[config.mk]
export PLATFORM = sky130hd
export DESIGN_NAME = clkout_pair
export DESIGN_NICKNAME = d
export VERILOG_FILES = /design/src/rtl/clkout_pkg.sv /design/src/rtl/clkout_regs.sv /design/src/rtl/clkout_chan.sv /design/src/rtl/clkout_pair.sv
export SDC_FILE = /design/constraint.sdc
export NUM_CORES = 1
export LEC_CHECK = 0
export ABC_AREA = 1
export BUFFER_PORTS_ARGS = -buffer_cell sky130_fd_sc_hd__buf_2
export CORE_MARGIN = 3
export CORE_UTILIZATION = 55
export CTS_BUF_LIST = sky130_fd_sc_hd__clkbuf_8
export DETAILED_ROUTE_END_ITERATION = 8
export PLACE_DENSITY_LB_ADDON = 0.15
export SLEW_MARGIN = 20
export SYNTH_ARGS = -nofsm -noshare
export SYNTH_HDL_FRONTEND = slang
export SYNTH_SLANG_ARGS = --single-unit
[constraint.sdc]
create_clock -name clk -period 2 [get_ports clk]
set_input_delay 0.1 -clock clk [delete_from_list [all_inputs] [get_ports clk]]
set_output_delay 0.1 -clock clk [all_outputs]
set_load 0.05 [all_outputs]
[src/rtl/clkout_pkg.sv]
`timescale 1ns/1ps
package clkout_pkg;

  // Ratio code as stored in a control register
  typedef logic [1:0] ratio_code_t;

  // Longest half-period in clk cycles, and the widths derived from it
  localparam int unsigned MAX_HALF = 4;
  localparam int unsigned HALF_W   = $clog2(MAX_HALF) + 1;
  localparam int unsigned HELD_W   = HALF_W + 1;

  typedef logic [HALF_W-1:0] half_t;

  // Half-period in clk cycles for a ratio code: 1 -> 2, 2 -> 4, 0 and 3 -> 1
  function automatic half_t half_of(input ratio_code_t code);
    half_t h;
    case (code)
      2'd1:    h = half_t'(2);
      2'd2:    h = half_t'(4);
      default: h = half_t'(1);
    endcase
    return h;
  endfunction

  // Mask of the bits that a control register actually implements
  function automatic logic [7:0] live_mask(input int unsigned en_bit,
                                           input int unsigned ratio_lsb);
    logic [7:0] m;
    m = '0;
    m[en_bit]          = 1'b1;
    m[ratio_lsb]       = 1'b1;
    m[ratio_lsb + 1]   = 1'b1;
    return m;
  endfunction

endpackage

[src/rtl/clkout_regs.sv]
`timescale 1ns/1ps
module clkout_regs
  import clkout_pkg::*;
#(
  parameter int unsigned N_CH      = 2,
  parameter int unsigned ADDR_W    = 16,
  parameter int unsigned BASE      = 16'h5064,
  parameter int unsigned EN_BIT    = 0,
  parameter int unsigned RATIO_LSB = 4
) (
  input  logic                 clk,
  input  logic                 rst_n,
  input  logic                 bus_wr,
  input  logic [ADDR_W-1:0]    bus_addr,
  input  logic [7:0]           bus_wdata,
  output logic [7:0]           bus_rdata,
  output logic [N_CH-1:0]      en_req,
  output ratio_code_t          code    [N_CH],
  output logic [N_CH-1:0]      restart
);

  localparam logic [7:0] LIVE = live_mask(EN_BIT, RATIO_LSB);

  logic [N_CH-1:0] hit;
  logic [7:0]      rd_word [N_CH];

  // Incoming field values, taken once from the write data
  ratio_code_t wr_code;
  logic        wr_en;
  assign wr_code = bus_wdata[RATIO_LSB +: 2];
  assign wr_en   = bus_wdata[EN_BIT];

  for (genvar i = 0; i < N_CH; i++) begin : g_reg
    localparam logic [ADDR_W-1:0] MY_ADDR = ADDR_W'(BASE + i);

    logic        en_q;
    ratio_code_t code_q;

    assign hit[i] = (bus_addr == MY_ADDR);

    always_ff @(posedge clk or negedge rst_n) begin
      if (!rst_n) begin
        en_q   <= 1'b0;
        code_q <= 2'd0;
      end else if (bus_wr && hit[i]) begin
        en_q   <= wr_en;
        code_q <= wr_code;
      end
    end

    // Restart request: a write that changes the stored ratio code
    assign restart[i] = bus_wr && hit[i] && (wr_code != code_q);
    assign en_req[i]  = en_q;
    assign code[i]    = code_q;

    always_comb begin
      rd_word[i]                  = '0;
      rd_word[i][EN_BIT]          = en_q;
      rd_word[i][RATIO_LSB +: 2]  = code_q;
    end

    AST_WRITE_STORES: assert property (@(posedge clk) disable iff (!rst_n)
      (bus_wr && hit[i]) |=> (code_q == $past(wr_code) && en_q == $past(wr_en)))
      else $error("register %0d did not store written fields", i);
  end

  always_comb begin
    bus_rdata = '0;
    for (int i = 0; i < N_CH; i++) begin
      if (hit[i]) bus_rdata = bus_rdata | rd_word[i];
    end
  end

  AST_RSVD_ZERO: assert property (@(posedge clk) disable iff (!rst_n)
    ((bus_rdata & ~LIVE) == 8'h00))
    else $error("reserved read bits not zero");

  AST_UNMAPPED_ZERO: assert property (@(posedge clk) disable iff (!rst_n)
    (hit == '0) |-> (bus_rdata == 8'h00))
    else $error("unmapped address returned data");

endmodule

[src/rtl/clkout_chan.sv]
`timescale 1ns/1ps
module clkout_chan
  import clkout_pkg::*;
(
  input  logic        clk,
  input  logic        rst_n,
  input  logic        en_req,
  input  ratio_code_t code,
  input  logic        restart,
  output logic        clk_o
);

  logic              en_q;
  logic              out_q;
  half_t             cnt_q;
  half_t             half_q;
  logic [HELD_W-1:0] held_q;

  half_t half_new;
  assign half_new = half_of(code);

  // Named events for the assertions
  logic go_off_ev;   // enable cleared while output is low
  logic end_ev;      // current half-period has run out
  logic toggle_ev;   // output changes level this edge
  assign go_off_ev = en_q && !en_req && !out_q;
  assign end_ev    = (cnt_q == half_q - 1'b1);
  assign toggle_ev = en_q && !go_off_ev && !restart && end_ev;

  always_ff @(posedge clk or negedge rst_n) begin
    if (!rst_n) begin
      en_q   <= 1'b0;
      out_q  <= 1'b0;
      cnt_q  <= '0;
      half_q <= half_t'(1);
    end else if (!en_q) begin
      out_q  <= 1'b0;
      cnt_q  <= '0;
      half_q <= half_new;
      en_q   <= en_req;
    end else if (go_off_ev) begin
      en_q   <= 1'b0;
      cnt_q  <= '0;
    end else if (restart) begin
      cnt_q  <= '0;
    end else if (end_ev) begin
      cnt_q  <= '0;
      out_q  <= ~out_q;
      if (out_q) half_q <= half_new;   // falling edge: next low uses new ratio
    end else begin
      cnt_q  <= cnt_q + 1'b1;
    end
  end

  // Cycles the output has held its level; support for the pulse-width check
  always_ff @(posedge clk or negedge rst_n) begin
    if (!rst_n)                 held_q <= HELD_W'(1);
    else if (toggle_ev)         held_q <= HELD_W'(1);
    else if (held_q != '1)      held_q <= held_q + 1'b1;
  end

  assign clk_o = out_q;

  AST_EN_ONLY_LOW: assert property (@(posedge clk) disable iff (!rst_n)
    ($rose(en_q) || $fell(en_q)) |-> !$past(out_q))
    else $error("enable changed while output high");

  AST_OFF_IS_LOW: assert property (@(posedge clk) disable iff (!rst_n)
    (!en_q && !$past(en_q)) |-> !out_q)
    else $error("output high while disabled");

  AST_HALF_LEGAL: assert property (@(posedge clk) disable iff (!rst_n)
    ($countones(half_q) == 1 && half_q <= half_t'(MAX_HALF)))
    else $error("illegal half-period");

  AST_NO_SHORT_PULSE: assert property (@(posedge clk) disable iff (!rst_n)
    toggle_ev |-> (held_q >= {1'b0, half_q}))
    else $error("output pulse shorter than half-period");

endmodule

[src/rtl/clkout_pair.sv]
`timescale 1ns/1ps
module clkout_pair
  import clkout_pkg::*;
#(
  parameter int unsigned ADDR_W    = 16,
  parameter int unsigned BASE      = 16'h5064,
  parameter int unsigned EN_BIT    = 0,
  parameter int unsigned RATIO_LSB = 4
) (
  input  logic              clk,
  input  logic              rst_n,
  input  logic              bus_wr,
  input  logic [ADDR_W-1:0] bus_addr,
  input  logic [7:0]        bus_wdata,
  output logic [7:0]        bus_rdata,
  output logic              clk_out_a,
  output logic              clk_out_b
);

  localparam int unsigned N_CH = 2;

  logic [N_CH-1:0] en_req;
  ratio_code_t     code [N_CH];
  logic [N_CH-1:0] restart;
  logic [N_CH-1:0] outs;

  clkout_regs #(
    .N_CH      (N_CH),
    .ADDR_W    (ADDR_W),
    .BASE      (BASE),
    .EN_BIT    (EN_BIT),
    .RATIO_LSB (RATIO_LSB)
  ) u_regs (
    .clk       (clk),
    .rst_n     (rst_n),
    .bus_wr    (bus_wr),
    .bus_addr  (bus_addr),
    .bus_wdata (bus_wdata),
    .bus_rdata (bus_rdata),
    .en_req    (en_req),
    .code      (code),
    .restart   (restart)
  );

  for (genvar i = 0; i < N_CH; i++) begin : g_ch
    clkout_chan u_chan (
      .clk     (clk),
      .rst_n   (rst_n),
      .en_req  (en_req[i]),
      .code    (code[i]),
      .restart (restart[i]),
      .clk_o   (outs[i])
    );
  end

  assign clk_out_a = outs[0];
  assign clk_out_b = outs[1];

endmodule

==> summary.md <==
| Metric | Value |
|---|---|
| RR Endpoint | g_ch[1].u_chan.half_q[1]$_DFFE_PN0P_ |
| Crit path to | g_ch[1].u_chan.half_q[1]$_DFFE_PN0P_ |
| Initial antenna violation count | 0 |
| Worst-path clk slew | 0.08 ns |
| Largest net degree at the start of global routing | 23 |
| Postcts setup bufs | 0 |
| Fill cell count | 241 |
| Post-synthesis cell area | 1520 um2 |
| Crit path max fanout | 5 |
| Sw frac | 40.6% |
| Synthesized flop and latch total | 22 |
| ANT cells | 0 |
| Sequential share of the synthesized area | 36.4% |
| GRT Util Overall | 17.8% |
| Routed WL per cell | 9.88 um |
| Die area | 3430 um2 |
| Clk_lat worst skew | 0.27 ns |
| Total gr overflow | 0 |
| Worst Hold Class | primary input to flop |
| Fin cells | 268 |
| Die Ht | 58.5 um |
| Ports | 37 |
| Vias in the first global route | 1,205 |
| FP Rows | 18 |
| Placer Congestion | 0.852 |
| Max-cap violation count | 0 |
| Min cycle time layout | 1.75 ns |
| RSZ-0062 raised after global routing | false |
| Slew Limit Fails | 0 |
| DRC | 0 |
| Share of cells above drive strength 1 | 22.3% |
| Drt total wl | 2.65 mm |
| TritonCTS buffer count | 3 |
| Reg2reg path depth | 11 |
| H-tree levels | 1 |
| Commonest cells post-synth | nand2_1, inv_1, dfrtp_1, nand3_1, nor2_1 |
| Fmax | 572 MHz |
| Worst path required time | 2.16 ns |
| Int Pwr | 1.05 mW |
| Synth unique cells | 27 |
| P&R area growth vs syn | 13.9% |
| WS Path Type | flop to flop |
| Clock Power Share | 18.2% |
| Final setup viols | 0 |
| CTS tree | done |
| Max Buffers Root-to-Sink | 2 |
| Core area | 2540 um2 |
| Avg Inst Size Synth | 7.30 um2 |
| Pwr Density | 1020 nW/um2 |
| First DRT Iteration DRCs | 51 |
| First-pass GRT wire length | 4.73 mm |
| Synth area leaders | dfrtp_1, nand2_1, inv_1 |
| First-pass DRT Iterations | 4 |
| Leak pwr | 0.967 nW |
| Post-Synthesis Cells | 208 |
| Inst Count DP | 263 |
| Final worst path period share | 87.4% |
| Status | completed |
| DIE WIDTH | 58.5 um |
| Logic gate share of total power | 44.7% |
| CTS Root Cell | clkbuf_8 |
| Synth top area share | 33.0% |
| Nets@finish | 274 |
| IR drop worst, VDD | 852 uV |
| Yosys warns | 0 |
| RR Startpoint | g_ch[1].u_chan.half_q[0]$_DFFE_PN1P_ |
| Initial core utilization | 59.6% |
| Startpoint types | flop |
| Setup slack on the worst flop-to-flop path | 0.25 ns |
| Post-synth EDFFs | 0 |
| NetSw | 0.718 mW |
| CP Capture Type | flop |
| Count leader, synth | nand2_1 |
| Worst Setup SP | g_ch[1].u_chan.half_q[0]$_DFFE_PN1P_ |
| Clock sink count | 22 |
| Total number of vias | 1,306 |
| Setup Skew | 0.00279 ns |
| Post-route setup TNS | 0 ns |
| Share of synthesized registers carrying an async set or reset | 100% |
| CP Data Arrival Time | 1.91 ns |
| Synth Flop Type | dfrtp_1 |
| Register share of total power | 37.1% |
| DPL Wire Length | 2.20 mm |
| Number of port buffers | 26 |
| Area leader, netlist | dfrtp_1 |
| Final hold vios | 0 |
| Vias per Instance | 4.87 |
| Routed Antenna Nets | 0 |
## metal layers
metal  global-route usage (%)  routed length (um)  vias to the layer above
met5                        0                   0                        -
met4                     8.61                  53                        0
met3                     4.17                 103                        5
met2                     27.9                1200                       23
met1                     23.2                1290                      583
li1                         -                   -                      695
## registers in the layout, indices dropped and copies added, names as in the netlist
register,cells
u_regs.g.code_q,4
g_ch.u_chan.en_q,2
u_regs.g.en_q,2
g_ch.u_chan.half_q,6
g_ch.u_chan.clk_o,2
g_ch.u_chan.cnt_q,6
## worst min path at each step
stage	end	start	cells after the start	slack, ns
6_report	u_regs.g_reg[1].en_q$_DFFE_PN0P_	bus_wdata[0]	3	0.07
5_1_grt	u_regs.g_reg[0].en_q$_DFFE_PN0P_	bus_wdata[0]	3	0.09
4_1_cts	u_regs.g_reg[0].en_q$_DFFE_PN0P_	bus_wdata[0]	3	0.07
3_5_place_dp	g_ch[1].u_chan.half_q[2]$_DFFE_PN0P_	rst_n	1	0.09
3_3_place_gp	g_ch[1].u_chan.half_q[2]$_DFFE_PN0P_	rst_n	1	0.09
2_1_floorplan	g_ch[0].u_chan.clk_o$_DFFE_PN0P_	rst_n	0	-0.20
## stage by stage
stage / cell area, um2 / setup WS, ns / util (%) / total power [mW] / hold WS (ns)
6_report: 1730 / 0.253 / 67.9 / 1.77 / 0.0718
2_1_floorplan: 1530 / 0.383 / - / 1.31 / -0.196
4_1_cts: 1730 / 0.238 / 67.9 / 1.80 / 0.0682
3_3_place_gp: 1660 / 0.287 / 65.3 / 1.44 / 0.0930
5_1_grt: 1730 / 0.0766 / 67.9 / 1.94 / 0.0924
3_5_place_dp: 1660 / 0.253 / 65.3 / 1.47 / 0.0918
## critical path: stages (launching register included)
cell,delay [ns]
dfstp_2,0.55
inv_1,0.06
ha_1,0.30
inv_1,0.04
nand2_1,0.04
nand2_1,0.05
nor2_2,0.11
nand2_2,0.10
o21ai_2,0.20
nand2_2,0.09
nand2_1,0.06
nand2_1,0.04
## cell usage in the layout (no fill, tap or decap)
cell / count
a21oi_1: 2
and3_4: 1
buf_2: 26
clkbuf_8: 4
conb_1: 5
dfrtp_1: 20
dfstp_2: 2
dlygate4sd3_1: 1
ha_1: 8
inv_1: 39
inv_2: 2
nand2_1: 63
nand2_2: 5
nand3_1: 16
nand4_1: 3
nand4_2: 1
nand4_4: 1
nor2_1: 10
nor2_2: 5
nor2_4: 3
nor2_8: 1
nor3_1: 3
nor3b_1: 1
o21ai_0: 2
o21ai_1: 6
o21ai_2: 2
o22ai_1: 3
xnor2_1: 2
xor2_1: 1
## repair_timing
action	in CTS	in global routing
hold buffers	1	0
endpoints found under the hold margin	20	0
gates resized for setup	0	0
## power by group through the flow
stage               clock [mW]  sequential (mW)  combinational (mW)
floorplan                    0            0.722               0.592
global placement             0            0.667               0.774
detailed placement           0            0.667               0.801
CTS                      0.333            0.660               0.803
global route             0.343            0.674               0.921
finish                   0.322            0.657               0.792
## final cells by class
type | count | area [um2] | area share, %
inverters | 41 | 154 | 8.91
clock buffers | 4 | 55.1 | 3.19
multi-input cells | 144 | 788 | 45.6
flip-flops and latches | 22 | 553 | 32.0
well taps | 30 | 37.5 | 2.17
repair buffers | 27 | 140 | 8.11
## cell families after synthesis
logic type               Yosys count  share of synthesized area, %
AND/OR/NAND/NOR                  113                          36.7
flip-flops                        22                          36.4
XOR/XNOR                           3                          1.73
adder cells (fa/ha/maj)            8                          6.60
AO/OA/AOI/OAI                     15                          5.69
buffers and inverters             46                          12.6
other                              1                         0.247
Power figures use the tool's default switching activity.
